File: config.mk
export PLATFORM = sky130hd
export DESIGN_NAME = lfsr_noise_mixer
export DESIGN_NICKNAME = d
export VERILOG_FILES = /design/src/rtl/nm_pkg.sv /design/src/rtl/nm_ctrl.sv /design/src/rtl/nm_lfsr.sv /design/src/rtl/nm_lane.sv /design/src/rtl/lfsr_noise_mixer.sv
export SDC_FILE = /design/constraint.sdc
export NUM_CORES = 1
export LEC_CHECK = 0
export ABC_AREA = 1
export BUFFER_PORTS_ARGS = -buffer_cell sky130_fd_sc_hd__buf_2
export CORE_MARGIN = 2
export CORE_UTILIZATION = 40
export CTS_BUF_LIST = sky130_fd_sc_hd__clkbuf_4 sky130_fd_sc_hd__clkbuf_8
export DETAILED_ROUTE_END_ITERATION = 12
export GPL_ROUTABILITY_DRIVEN = 0
export GPL_TIMING_DRIVEN = 0
export PLACE_DENSITY = 0.71
export SETUP_SLACK_MARGIN = 0.2
export SYNTH_ARGS = -nofsm -noshare
export SYNTH_HDL_FRONTEND = slang
export SYNTH_SLANG_ARGS = --single-unit
File: constraint.sdc
create_clock -name clk -period 1.91 [get_ports clk]
set_input_delay 0 -clock clk [delete_from_list [all_inputs] [get_ports clk]]
set_output_delay 0 -clock clk [all_outputs]
set_load 0.1 [all_outputs]
File: src/rtl/nm_pkg.sv
package nm_pkg;

    localparam int LFSR_W    = 23;
    localparam int TAP_LO    = 17;
    localparam int LANES     = 4;
    localparam int NOISE_W   = 4;
    localparam int SAMP_W    = 8;
    localparam int STEP_N    = LANES * NOISE_W;
    localparam int SUM_W     = SAMP_W + 1;
    localparam int KEEP_W    = LFSR_W - STEP_N;
    localparam int HI_OFS    = LFSR_W - STEP_N;
    localparam int LO_OFS    = TAP_LO + 1 - STEP_N;
    localparam logic [LFSR_W-1:0] DEFAULT_SEED = 23'h1B2C3D;

    typedef enum logic [1:0] {
        ACT_HOLD  = 2'd0,
        ACT_STEP  = 2'd1,
        ACT_LOAD  = 2'd2,
        ACT_RESET = 2'd3
    } act_e;

    // Bits shifted in during STEP_N single steps; bit STEP_N-1 enters first.
    function automatic logic [STEP_N-1:0] leap_bits(input logic [LFSR_W-1:0] s);
        logic [STEP_N-1:0] f;
        for (int i = 0; i < STEP_N; i++) begin
            f[i] = s[i + HI_OFS] ^ s[i + LO_OFS];
        end
        return f;
    endfunction

endpackage

File: src/rtl/nm_ctrl.sv
module nm_ctrl
    import nm_pkg::*;
(
    input  logic rst,
    input  logic seed_ld,
    input  logic en,
    output act_e act
);
    // Priority: reset, then seed load, then advance, else hold.
    always_comb begin
        unique case (1'b1)
            rst:     act = ACT_RESET;
            seed_ld: act = ACT_LOAD;
            en:      act = ACT_STEP;
            default: act = ACT_HOLD;
        endcase
    end

endmodule

File: src/rtl/nm_lfsr.sv
module nm_lfsr
    import nm_pkg::*;
(
    input  logic              clk,
    input  act_e              act,
    input  logic [LFSR_W-1:0] seed,
    output logic [LFSR_W-1:0] state,
    output logic [STEP_N-1:0] fresh
);
    logic [LFSR_W-1:0] st_q;
    logic [LFSR_W-1:0] seed_safe;

    always_comb begin
        fresh     = leap_bits(st_q);
        seed_safe = (seed == '0) ? DEFAULT_SEED : seed;
    end

    always_ff @(posedge clk) begin
        unique case (act)
            ACT_RESET: st_q <= DEFAULT_SEED;
            ACT_LOAD:  st_q <= seed_safe;
            ACT_STEP:  st_q <= {st_q[KEEP_W-1:0], fresh};
            default:   st_q <= st_q;
        endcase
    end

    assign state = st_q;

endmodule

File: src/rtl/nm_lane.sv
module nm_lane
    import nm_pkg::*;
(
    input  logic               clk,
    input  act_e               act,
    input  logic               sat_mode,
    input  logic [SAMP_W-1:0]  samp,
    input  logic [NOISE_W-1:0] nz,
    output logic [NOISE_W-1:0] noise_q,
    output logic [SUM_W-1:0]   sum_q
);
    logic [SUM_W-1:0] raw;
    logic [SUM_W-1:0] shaped;

    always_comb begin
        raw    = {1'b0, samp} + {{(SUM_W-NOISE_W){1'b0}}, nz};
        shaped = (sat_mode && raw[SUM_W-1]) ? {1'b0, {SAMP_W{1'b1}}} : raw;
    end

    always_ff @(posedge clk) begin
        unique case (act)
            ACT_RESET: begin
                noise_q <= '0;
                sum_q   <= '0;
            end
            ACT_STEP: begin
                noise_q <= nz;
                sum_q   <= shaped;
            end
            default: begin
                noise_q <= noise_q;
                sum_q   <= sum_q;
            end
        endcase
    end

endmodule

File: src/rtl/lfsr_noise_mixer.sv
module lfsr_noise_mixer
    import nm_pkg::*;
(
    input  logic              clk,
    input  logic              rst,
    input  logic              en,
    input  logic              seed_ld,
    input  logic [LFSR_W-1:0] seed,
    input  logic              sat_mode,
    input  logic [SAMP_W-1:0] samp0,
    input  logic [SAMP_W-1:0] samp1,
    input  logic [SAMP_W-1:0] samp2,
    input  logic [SAMP_W-1:0] samp3,
    output logic [NOISE_W-1:0] noise0,
    output logic [NOISE_W-1:0] noise1,
    output logic [NOISE_W-1:0] noise2,
    output logic [NOISE_W-1:0] noise3,
    output logic [SUM_W-1:0]  sum0,
    output logic [SUM_W-1:0]  sum1,
    output logic [SUM_W-1:0]  sum2,
    output logic [SUM_W-1:0]  sum3
);
    act_e              act;
    logic [LFSR_W-1:0] lfsr_state;
    logic [STEP_N-1:0] fresh;
    logic [SAMP_W-1:0]  samp_a  [LANES];
    logic [NOISE_W-1:0] noise_a [LANES];
    logic [SUM_W-1:0]   sum_a   [LANES];

    assign samp_a[0] = samp0;
    assign samp_a[1] = samp1;
    assign samp_a[2] = samp2;
    assign samp_a[3] = samp3;

    nm_ctrl u_ctrl (
        .rst     (rst),
        .seed_ld (seed_ld),
        .en      (en),
        .act     (act)
    );

    nm_lfsr u_lfsr (
        .clk   (clk),
        .act   (act),
        .seed  (seed),
        .state (lfsr_state),
        .fresh (fresh)
    );

    for (genvar k = 0; k < LANES; k++) begin : g_lane
        nm_lane u_lane (
            .clk      (clk),
            .act      (act),
            .sat_mode (sat_mode),
            .samp     (samp_a[k]),
            .nz       (fresh[k*NOISE_W +: NOISE_W]),
            .noise_q  (noise_a[k]),
            .sum_q    (sum_a[k])
        );
    end

    assign noise0 = noise_a[0];
    assign noise1 = noise_a[1];
    assign noise2 = noise_a[2];
    assign noise3 = noise_a[3];
    assign sum0   = sum_a[0];
    assign sum1   = sum_a[1];
    assign sum2   = sum_a[2];
    assign sum3   = sum_a[3];

endmodule


* Word level (Yosys, flattened, before mapping)
Cells that the tools add are included.
** Word-level totals
- Register bits :: 75
- Input port bits :: 60
- Output and inout port bits :: 52
- Logic and storage cells :: 54
** Operators by class
- Add/sub/neg operators :: 4
- Eq/ne operators :: 3
- Multiplexer cells :: 15
- Bitwise gates (word level) :: 16
- Reduce and logical (&&, ||, !) cells :: 7
** Operator list (count)
- $pmux 9 s2 :: 4
- $pmux 23 s3 :: 1
- $add 8x4->9 :: 4
- $mux 9 :: 4
- $pmux 4 s2 :: 4
- $logic_not 23->1 :: 1
- $mux 23 :: 1
- $xor 1x1->1 :: 16
- $pmux 2 s3 :: 1
- $eq 2x2->1 const B :: 2
- $logic_and 1x1->1 :: 4
- $reduce_bool 3->1 :: 1
- $eq 2x1->1 const B :: 1
- $reduce_bool 2->1 :: 1

* Depth between registers and ports, before layout
Gate-level depths: netlist of the first run.
- Word-level depth :: 5
- Gate-level depth with buffers :: 13
- Depth with buffers taken out :: 13

* Hierarchy
From an unflattened synthesis of the first run, not the netlist that was laid out.
** Unflattened totals
- Cells, all modules :: 521
- Area, all modules :: 4556.9 um^2
** Modules (own cells, without submodules)
- nm_lane at g_lane[0].u_lane ... :: times used 2, cells each 83, area each 773.2 um^2, sequential area each 390.4 um^2
- nm_lane at g_lane[1].u_lane ... :: times used 2, cells each 83, area each 768.2 um^2, sequential area each 390.4 um^2
- nm_lfsr :: times used 1, cells each 184, area each 1455.1 um^2, sequential area each 690.7 um^2
- nm_ctrl :: times used 1, cells each 5, area each 18.8 um^2, sequential area each 0.0 um^2

* Worst setup path after synthesis of the first run
No wires, ideal clock.
- Kind :: input-to-reg
- From :: in rst
- To :: reg u_lfsr.st_q[14] (netlist: u_lfsr.state[14]), data pin
- Library setup time :: 146 ps
- Data arrival time :: 1974 ps
- Data required time :: 1764 ps
- Slack :: -210 ps
- Cell stages on the path :: 7
- Path buffers :: 2
- Path through :: nor2_1 -> inv_1 -> ha_1 -> buf_2 -> buf_2 -> nand2_1 -> a21oi_1
** On the way
- Longest elaborated chain between the ends :: 3
- Elaborated cells on any way between the ends :: 5
- Those cells by class :: eq/ne: 3; mux: 2
** Ends and longest elaborated chain
- start, declared :: line lfsr_noise_mixer.sv:5 : input logic rst,
- $pmux 2 s3 * :: line nm_ctrl.sv:11 : unique case (1'b1)
- $eq 2x1->1 or $eq 2x2->1 (tied branches) :: line nm_lfsr.sv:19 : unique case (act)
- $pmux 23 s3 * :: line nm_lfsr.sv:19
- end signal, assigned :: line nm_lfsr.sv:21 : ACT_LOAD: st_q <= seed_safe;
- end signal, assigned :: line nm_lfsr.sv:22 : ACT_STEP: st_q <= {st_q[KEEP_W-1:0], fresh};
- end signal, assigned :: line nm_lfsr.sv:23 : default: st_q <= st_q;
- end, declared :: line nm_lfsr.sv:10 : logic [LFSR_W-1:0] st_q;
Mark *: on every way between the ends. The rest lies on a longest branch, timed or not.
A chain may end at the register's enable or synchronous reset.

* Worst setup path after layout of the first run
- From :: reg u_lfsr.st_q[11] (netlist: u_lfsr.state[11])
- To :: reg g_lane[1].u_lane.sum_q[5], data pin
** On the way
- Longest elaborated chain between the ends :: 5
** Ends and longest elaborated chain
- $xor 1x1->1 * :: line nm_pkg.sv:26 : f[i] = s[i + HI_OFS] ^ s[i + LO_OFS];
- via fresh[4] :: line lfsr_noise_mixer.sv:25 : logic [STEP_N-1:0] fresh;
- $add 8x4->9 * :: line nm_lane.sv:16 : raw = {1'b0, samp} + {{(SUM_W-NOISE_W){1'b0}}, nz};
- $logic_and 1x1->1 :: line nm_lane.sv:17 : shaped = (sat_mode && raw[SUM_W-1]) ? {1'b0, {SAMP_W{1'b1}}} : raw;
- $mux 9 * :: line nm_lane.sv:17
- $pmux 9 s2 * :: line nm_lane.sv:21 : unique case (act)
- end signal, assigned :: line nm_lane.sv:28 : sum_q <= shaped;
- end signal, assigned :: line nm_lane.sv:32 : sum_q <= sum_q;
- end, declared :: line nm_lane.sv:10 : output logic [SUM_W-1:0] sum_q
The timed path passes the listed nets; every way through them passes the cells marked *.

==> reports/results.tsv, run 1 <==
stage	metric	value	unit
power	p_leak	2.93	nW
grt	use_met2	32.4	%
critical_path	crit_chain	xor2_2, ha_2, inv_2, fa_2, nand3b_1, nand2_2, nand3_4, nand3_2, nand2_1, inv_1	
grt	use_met3	3.83	%
floorplan	core_area	0.0108	mm²
critical_path	cp_slowest_cell	edfxtp_1	
floorplan	ios	112	
floorplan	start_util	41.0	%
critical_path	rrSetupSlack	-0.17	ns
routing	ant_nets	0	
grt	grt.busiest_layer	met2	
power	ir_drop	0.000373	V
timing	setup_ws	-0.175	ns
logic_synthesis	synth_top_area_share	50.9	%
floorplan	die_h	109	µm
logic_synthesis	ys_seq_elements	75	
grt	grtUsageMet1	24.8	%
critical_path	crit_path_max_incr_delay	0.49	ns
clock_tree	htreeDepth	3	
timing	maxSlewViolCount	0	
worst_hold_path	worstHoldPathType	input port to flip-flop	
grt	grt-ovfl-total	0	
logic_synthesis	yosysWarningCount	0	
floorplan	dieArea	0.0119	mm²
critical_path	cp_data_arrival_time	2.31	ns
logic_synthesis	synthesis.area	0.00442	mm²
logic_synthesis	synth_cell_types	24	
grt	grt_first_pass_wirelength	17500	µm
finish	final_cell_mix	134 x nand2_1, 114 x buf_2, 81 x inv_1, 75 x edfxtp_1, 26 x a21oi_2	
floorplan	row_count	38	
finish	finalNetCount	718	
job	maxCapViolCount	0	
grt	grt_max_degree	28	
finish	diodes	0	
power	powerDensity	895	mW/mm²
timing	fmax	480	MHz
finish	layout-drive-gt1-share	38.0	%
routing	wl_per_cell	14.6	µm
timing	rsz0062_at_grt	true	
critical_path	critPathTopFamily	simple AND/OR/NAND/NOR gates	
finish	synthToLayoutAreaGrowth	31.8	%
clock_tree	cts_inserted_buffers	9	
placement	pre_cts_ws	-0.681	ns
timing	hold_viol_final	0	
placement	hpwl	8180	µm
critical_path	crit_type	flip-flop to flip-flop	
clock_tree	cts_buffer_depth	2	
timing	period_needed	2.08	ns
routing	viasPerCell	4.87	
logic_synthesis	yosysTopAreaCell	edfxtp_1	
critical_path	start_kind	flip-flop	
status	violations	negative setup slack	
routing	drt_iter0_markers	248	
logic_synthesis	synth_area_leaders	edfxtp_1 51%, nand2_1 12%, inv_1 7.3%	
clock_tree	clk_latency	0.36	ns
routing	drc	0	
timing	maxSlewHeadroom	41.0	%
logic_synthesis	syn-num-nets	582	
placement	port_buffers	111	
grt	grt_antenna_before_repair	0	
grt	grt_use_total	19.8	%
critical_path	crit_fanout	8	
logic_synthesis	synthCells	499	
grt	grt_pass1_vias	3663	
timing	finalSetupViolations	36	
floorplan	die_w	109	µm
routing	drt_wl_total	11400	µm
timing	worst_pin_slew	0.885	ns
logic_synthesis	avgSynthCellArea	8.87	µm²
routing	vias	3798	
clock_tree	clkTransAtPathRegs	0.08	ns
timing	period_share	109	%
timing	worst_hold_slack	0.0245	ns
routing	dr.pass1.iters	5	
clock_tree	cts_sinks	75	
logic_synthesis	seq_area_frac_synth	50.9	%
status	status	finished, violations left	
clock_tree	cts_tree	yes	
finish	mostFrequentLayoutCell	nand2_1	
timing	skew	0.00726	ns
critical_path	worstPathRequired	2.14	ns
critical_path	cp-end-kind	flip-flop	
critical_path	cp.buffers_inverters	2	
clock_tree	root_buffer	clkbuf_8	
[metrics by stage]
stage	total power [mW]	utilization [%]	area (µm²)	setup TNS [ns]	instances
floorplan	3.54	-	4630	0	499
global placement	3.86	49.6	5360	-40.46	750
detailed placement	3.90	49.6	5360	-44.76	750
CTS	5.21	53.2	5740	-5.20	775
global route	5.48	54.0	5830	-8.59	780
finish	5.22	54.0	5830	-4.95	780
[area by class of cell]
type,count,area (µm²)
Buffer,11,100
Clock buffer,10,131
Clock inverter,6,56.3
Fill cell,971,4960
Inverter,89,338
Multi-Input combinational cell,324,2110
Sequential cell,75,2250
Tap cell,140,175
Timing Repair Buffer,123,653
Timing Repair inverter,2,12.5
[layer usage]
layer | share of wire, % | wire length, µm | up-vias
met1 | 43 | 4870 | 1768
met4 | 2.3 | 264 | 0
met3 | 6.3 | 723 | 15
met5 | 0 | 0 | -
met2 | 49 | 5540 | 136
li1 | - | - | 1879
[Yosys cell counts]
master and number:
or2_2 6, nand2_1 146, xor2_1 20, nand2_2 4, buf_4 1, nand3_1 33, o21ai_0 1, or2_1 1
nand4_1 4, buf_6 1, a21oi_1 43, nand3_2 4, ha_1 19, inv_1 86, edfxtp_1 75, nor3_2 4
nand3b_1 4, inv_2 3, buf_2 7, nor2_1 23, xnor2_1 4, nor4_1 4, fa_1 4, clkbuf_1 2
[worst min-delay path, delay by kind of cell]
| kind | cells | cell delay [ns] |
|---|---|---|
| compound gates | 1 | 0.06 |
| buf+inv | 1 | 0.11 |
| simple gates | 1 | 0.05 |
[sequential cells by signal, indices dropped and copies added, names as in the netlist]
name and flops:
g_lane.u_lane.noise_q 16, u_lfsr.state 23, g_lane.u_lane.sum_q 36
[worst paths after layout]
kind / from / end / cells after the start
worst max register to register: u_lfsr.state[11]$_DFFE_PP_ / g_lane[1].u_lane.sum_q[5]$_SDFFCE_PN0P_ / 10
worst min register to register: u_lfsr.state[1]$_DFFE_PP_ / u_lfsr.state[17]$_DFFE_PP_ / 2
worst min-delay path: seed[14] / u_lfsr.state[14]$_DFFE_PP_ / 3
worst max-delay path: u_lfsr.state[11]$_DFFE_PP_ / g_lane[1].u_lane.sum_q[5]$_SDFFCE_PN0P_ / 10
[logic make-up (layout without fill, tap and decap cells)]
kind of cell | count (synthesis) | in the layout | share of synthesized area [%]
xor gates and xnor gates | 24 | 24 | 4.75
and+or+nand+nor | 233 | 233 | 23.2
AOI/OAI and AO/OA | 44 | 44 | 4.98
adders and majority gates | 23 | 23 | 7.18
buffers and inverters | 100 | 241 | 8.94
DFF | 75 | 75 | 50.9
[power breakdown]
part / internal, mW / total (mW) / switching (mW)
Clock: 0.607 / 1.22 / 0.609
Sequential: 1.99 / 2.06 / 0.0691
Combinational: 0.510 / 1.95 / 1.44
Total: 3.10 / 5.22 / 2.12
[timing repair]
item / in CTS / in global routing
buffers inserted: 5 / 4
endpoints found under the setup margin: 75 / 88
cloned: 1 / 1
pin swaps: 15 / 9
endpoints found under the hold margin: 3 / 0
resized for setup: 29 / 13
hold buffers: 3 / 0
Power figures use the tool's default switching activity.
==> run 2: changes to the inputs <==
SYNTH_HIERARCHICAL = 1   (was not set)
==> run 2 against run 1 <==
- clock skew up 0.0039 ns
- largest cell class is now multi-input gates
- the run still ends with negative setup slack left
- critical endpoint is now g_lane[2].u_lane/sum_q[1]$_SDFFCE_PN0P_
- register-to-register slack better by 0.07 ns
- area after synthesis up 3.0%
- worst setup slack better by 0.071 ns
- critical path depth down 2
==> reports/results.tsv, run 2 <==
stage	metric	value	unit
logic_synthesis	synth_most_common_cell	nand2_1	
finish	final_cell_mix	140 x nand2_1, 120 x buf_2, 88 x inv_1, 75 x edfxtp_1, 37 x nor2_1	
logic_synthesis	synthesis.area	0.00456	mm²
power	ir_drop	0.000386	V
critical_path	crit_type	flip-flop to flip-flop	
grt	grt-ovfl-total	0	
timing	rsz0062_at_grt	true	
logic_synthesis	synth_cell_types	22	
worst_hold_path	worstHoldPathType	input port to flip-flop	
logic_synthesis	avgSynthCellArea	8.75	µm²
timing	finalSetupViolations	29	
clock_tree	cts_sinks	75	
clock_tree	root_buffer	clkbuf_8	
clock_tree	cts_tree	yes	
routing	viasPerCell	4.81	
critical_path	critPathTopFamily	adder cells	
logic_synthesis	synth_top_cells_by_count	148 x nand2_1, 88 x inv_1, 75 x edfxtp_1, 43 x a21oi_1, 38 x nor2_1	
placement	dpl-instance-area	0.00534	mm²
clock_tree	cts_inserted_buffers	9	
power	p_leak	3.20	nW
floorplan	ios	112	
floorplan	row_count	38	
grt	grt_first_pass_wirelength	17800	µm
timing	period_needed	2.01	ns
floorplan	die_h	111	µm
finish	layout-drive-gt1-share	40.7	%
finish	fin_cells	831	
clock_tree	clk_latency	0.36	ns
power	p_total	5.64	mW
critical_path	crit_path_max_incr_delay	0.44	ns
placement	pre_cts_ws	-0.122	ns
critical_path	crit_fanout	6	
critical_path	cp.buffers_inverters	1	
logic_synthesis	yosysTopAreaCell	edfxtp_1	
critical_path	cp_slowest_cell	edfxtp_1	
timing	setup_ws	-0.104	ns
routing	wl_per_cell	14.1	µm
timing	maxSlewViolCount	0	
routing	ant_nets	0	
clock_tree	cts_buffer_depth	2	
critical_path	cp_data_arrival_time	2.12	ns
logic_synthesis	ys_seq_elements	75	
floorplan	start_util	41.5	%
clock_tree	htreeDepth	3	
finish	num-fill-cells	891	
grt	grt_max_degree	24	
finish	largest_reg_flops	36	
timing	setup_tns	-1.90	ns
grt	use_met3	4.16	%
critical_path	worstPathRequired	2.02	ns
timing	worst_hold_slack	0.0173	ns
finish	design_area	0.00643	mm²
finish	final_util	58.6	%
logic_synthesis	ys.flop_type	edfxtp_1	
logic_synthesis	synth_area_leaders	edfxtp_1 49%, nand2_1 12%, inv_1 7.2%	
critical_path	cp-end-kind	flip-flop	
logic_synthesis	syn-num-nets	604	
logic_synthesis	yosysWarningCount	6	
grt	grt_antenna_before_repair	0	
grt	use_met2	30.4	%
timing	worst_pin_slew	0.872	ns
grt	grt_use_total	18.1	%
floorplan	core_area	0.0110	mm²
clock_tree	clkTransAtPathRegs	0.08	ns
logic_synthesis	synthCells	521	
job	maxCapViolCount	0	
timing	maxSlewHeadroom	41.8	%
floorplan	dieArea	0.0123	mm²
finish	synthToLayoutAreaGrowth	41.2	%
critical_path	start_kind	flip-flop	
timing	period_share	105	%
timing	fmax	497	MHz
status	status	finished, violations left	
logic_synthesis	async_flop_share	0	%
routing	drt_iter0_markers	274	
routing	vias	3996	
placement	port_buffers	111	
placement	dpl.cell_count	772	
routing	drc	0	
status	violations	negative setup slack	
grt	grtUsageMet1	22.8	%
critical_path	crit_chain	xor2_2, ha_2, fa_2, nand3_2, nand2_4, nand3_4, buf_12, a21oi_2	
placement	hpwl	8320	µm
floorplan	die_w	111	µm
logic_synthesis	synth_edf_count	75	
finish	finalNetCount	769	
routing	drt_wl_total	11700	µm
routing	dr.pass1.iters	6	
power	powerDensity	877	mW/mm²
grt	grt_pass1_vias	3754	
finish	largest_register	g_lane.u_lane/sum_q	
timing	hold_viol_final	0	
logic_synthesis	seq_area_frac_synth	49.4	%
finish	diodes	0	
finish	mostFrequentLayoutCell	nand2_1	
grt	grt.busiest_layer	met2	
timing	skew	0.0111	ns
logic_synthesis	synth_top_area_share	49.4	%
run 2: final cells by class:
cell class	count	area (µm²)	area share, %
flip-flops and latches	75	2250	35.0
plain buffers	15	85.1	1.32
repair buffers	154	945	14.7
inverters	88	330	5.14
clock inverters	5	53.8	0.836
well taps	140	175	2.72
clock buffers	11	139	2.16
multi-input cells	343	2450	38.1
run 2: metal layers:
metal,part of all wire [%],vias to the layer above
li1,-,1980
met1,43,1851
met2,50,142
met3,5.6,23
met4,2.2,0
met5,0,-
run 2: worst paths after layout:
| path | from | end | slack [ns] | depth (start not counted) |
|---|---|---|---|---|
| setup / recovery | u_lfsr/state[10]$_DFFE_PP_ | g_lane[2].u_lane/sum_q[1]$_SDFFCE_PN0P_ | -0.10 | 8 |
| hold reg to reg | u_lfsr/state[0]$_DFFE_PP_ | u_lfsr/state[16]$_DFFE_PP_ | 0.58 | 2 |
| hold / removal | seed[3] | u_lfsr/state[3]$_DFFE_PP_ | 0.02 | 5 |
| setup reg to reg | u_lfsr/state[10]$_DFFE_PP_ | g_lane[2].u_lane/sum_q[1]$_SDFFCE_PN0P_ | -0.10 | 8 |
run 2: cells by family after synthesis:
logic type,count (synthesis),share of synthesized area [%]
AO/OA/AOI/OAI,43,4.72
AND/OR/NAND/NOR,249,24.4
buffers and inverters,103,9.12
XOR/XNOR,28,5.38
flip-flops,75,49.4
adder cells (fa/ha/maj),23,6.97
run 2: timing repair:
item / 4_1_cts / 5_1_grt
hold buffers: 7 / 0
setup endpoints to repair: 36 / 36
endpoints found under the hold margin: 7 / 0
setup buffers: 7 / 29
gates resized for setup: 24 / 70
pin swaps: 1 / 37
run 2: report_power, final:
part           internal (mW)  switching (mW)  total (mW)
Sequential              1.99          0.0795        2.07
Clock                  0.628           0.571        1.20
Combinational          0.749            1.63        2.38
Total                   3.37            2.28        5.64
run 2: worst register-to-register path, delay by kind of cell, from the launching register on:
family	cells	cell delay (ns)
fa+ha+maj	2	0.63
flops	1	0.44
simple gates	3	0.28
xor+xnor	1	0.24
buf+inv	1	0.13
compound gates	1	0.05
==> run 3: changes to the inputs <==
==> constraint.sdc (replaced) <==
create_clock -name clk -period 1.91 [get_ports clk]
set_input_delay 0.191 -clock clk [delete_from_list [all_inputs] [get_ports clk]]
set_output_delay 0.191 -clock clk [all_outputs]
set_load 0.1 [all_outputs]
==> run 3 against run 2 <==
- clock skew about the same
- critical path depth unchanged
- first-iteration DRC count increased by 11%
- largest cell class unchanged
- register-to-register slack about the same
- clock power about the same
- hold slack improved by 0.18 ns
- routed wire length decreased by 0.44%
- count of clock-buffer cells in the layout unchanged
- cell area decreased by 1.1%
- global-route usage decreased by 0.11 points
- the flow still finishes with violations (negative setup slack)
==> reports/results.tsv, run 3 (synthesis gave the netlist of run 2 again) <==
stage	metric	value	unit
status	status	finished, violations left	
status	violations	negative setup slack	
finish	final_util	58.0	%
floorplan	die_h	111	µm
clock_tree	clkTransAtPathRegs	0.07	ns
routing	ant_nets	0	
power	power_frac_clock	21.3	%
clock_tree	cts_inserted_buffers	9	
power	switchingPower	2.27	mW
clock_tree	clk_latency	0.36	ns
timing	maxSlewViolCount	0	
job	maxCapViolCount	0	
power	switching_share	40.4	%
routing	wl_per_cell	14.1	µm
timing	fmax	498	MHz
timing	worst_pin_slew	0.860	ns
critical_path	start_kind	flip-flop	
floorplan	row_count	38	
timing	period_needed	2.01	ns
critical_path	rrSetupSlack	-0.1	ns
power	seqPwrFrac	36.7	%
critical_path	reg2reg_to	g_lane[2].u_lane/sum_q[1]$_SDFFCE_PN0P_	
floorplan	start_util	41.5	%
timing	setup_ws	-0.0984	ns
floorplan	core_area	0.0110	mm²
critical_path	worstPathRequired	2.02	ns
clock_tree	root_buffer	clkbuf_8	
worst_hold_path	worstHoldPathType	input port to flip-flop	
critical_path	cp_data_arrival_time	2.12	ns
placement	pre_cts_ws	-0.122	ns
power	combPwrFrac	42.0	%
clock_tree	htreeDepth	3	
placement	port_buffers	111	
timing	rsz0062_at_grt	true	
timing	period_share	105	%
worst_hold_path	min_to	u_lfsr/state[17]$_DFFE_PP_	
finish	diodes	0	
finish	mostFrequentLayoutCell	nand2_1	
clock_tree	cts_tree	yes	
finish	largest_register	g_lane.u_lane/sum_q	
placement	dpl-instance-area	0.00534	mm²
power	p_total	5.63	mW
timing	finalSetupViolations	29	
critical_path	crit_type	flip-flop to flip-flop	
grt	grt_antenna_before_repair	0	
worst_hold_path	hold_depth	5	
power	internal-power	3.36	mW
floorplan	ios	112	
timing	worst_hold_slack	0.197	ns
finish	design_area	0.00636	mm²
finish	synthToLayoutAreaGrowth	39.7	%
routing	vias	3995	
grt	grt-ovfl-total	0	
routing	drt_wl_total	11600	µm
timing	hold_viol_final	0	
clock_tree	cts_sinks	75	
routing	dr.pass1.iters	7	
power	p_leak	3.17	nW
finish	fin_cells	824	
clock_tree	holdBufCountCts	0	
finish	largest_reg_flops	36	
grt	grt_use_total	18.0	%
worst_hold_path	hp-start	seed[17]	
finish	num-fill-cells	900	
critical_path	cp-end-kind	flip-flop	
timing	setup_tns	-1.85	ns
placement	hpwl	8320	µm
timing	maxSlewHeadroom	42.6	%
placement	dpl.cell_count	772	
clock_tree	cts_buffer_depth	2	
critical_path	crit_fanout	6	
floorplan	dieArea	0.0123	mm²
routing	viasPerCell	4.85	
finish	layout-drive-gt1-share	41.2	%
power	powerDensity	885	mW/mm²
grt	grt_pass1_vias	3717	
finish	finalNetCount	762	
floorplan	die_w	111	µm
timing	skew	0.0109	ns
grt	grt_max_degree	24	
finish	final_cell_mix	139 x nand2_1, 120 x buf_2, 88 x inv_1, 75 x edfxtp_1, 37 x nor2_1	
critical_path	reg2regPathDepth	8	
power	ir_drop	0.000385	V
routing	drt_iter0_markers	303	
critical_path	rr_startpoint	u_lfsr/state[10]$_DFFE_PP_	
grt	grt_first_pass_wirelength	17700	µm
routing	drc	0	
[run 3: how the worst max path moves through the flow]
| stage | start | to | slack [ns] | cells after the start |
|---|---|---|---|---|
| after floorplan | u_lfsr/state[15]$_DFFE_PP_ | g_lane[2].u_lane/sum_q[5]$_SDFFCE_PN0P_ | 0.10 | 9 |
| after global placement | u_lfsr/state[12]$_DFFE_PP_ | g_lane[2].u_lane/sum_q[5]$_SDFFCE_PN0P_ | -0.08 | 9 |
| after detailed placement | u_lfsr/state[13]$_DFFE_PP_ | g_lane[2].u_lane/sum_q[5]$_SDFFCE_PN0P_ | -0.12 | 8 |
| after CTS | u_lfsr/state[12]$_DFFE_PP_ | g_lane[2].u_lane/sum_q[5]$_SDFFCE_PN0P_ | -0.12 | 9 |
| after global routing | u_lfsr/state[10]$_DFFE_PP_ | g_lane[2].u_lane/sum_q[4]$_SDFFCE_PN0P_ | -0.18 | 7 |
| final | u_lfsr/state[10]$_DFFE_PP_ | g_lane[2].u_lane/sum_q[1]$_SDFFCE_PN0P_ | -0.1 | 8 |
[run 3: area by class of cell]
| type | count | area, µm² | area share, % |
|---|---|---|---|
| inverters | 88 | 330 | 5.19 |
| clock inverters | 5 | 53.8 | 0.845 |
| plain buffers | 15 | 85.1 | 1.34 |
| clock buffers | 11 | 139 | 2.18 |
| repair buffers | 147 | 875 | 13.7 |
| multi-input cells | 343 | 2450 | 38.6 |
| flip-flops and latches | 75 | 2250 | 35.4 |
| well taps | 140 | 175 | 2.75 |
[run 3: power groups by stage]
stage | logic (mW) | clock network (mW) | registers, mW
CTS | 1.99 | 1.22 | 2.06
detailed placement | 1.86 | 0 | 2.09
global route | 2.51 | 1.28 | 2.09
finish | 2.36 | 1.20 | 2.07
floorplan | 0.727 | 0 | 2.83
global placement | 1.82 | 0 | 2.08
[run 3: worst max-delay path, stage by stage (launching register included)]
cell and delay, ns:
edfxtp_1 0.45, xor2_2 0.23, ha_2 0.22, fa_2 0.40, nand3_2 0.09, nand2_4 0.09, nand3_4 0.10, buf_12 0.13
a21oi_2 0.05
[run 3: repair_timing]
item / in CTS / in global routing
setup endpoints to repair: 36 / 69
setup buffers: 7 / 29
resized for setup: 24 / 71
pin swaps: 1 / 37
[run 3: layer usage]
metal  routed length [µm]  up-vias  GRT usage, %
li1                     -     1967             -
met1                 5030     1859          22.7
met2                 5740      144          30.1
met3                  601       25          4.16
met4                  274        0          7.00
met5                    0        -             0
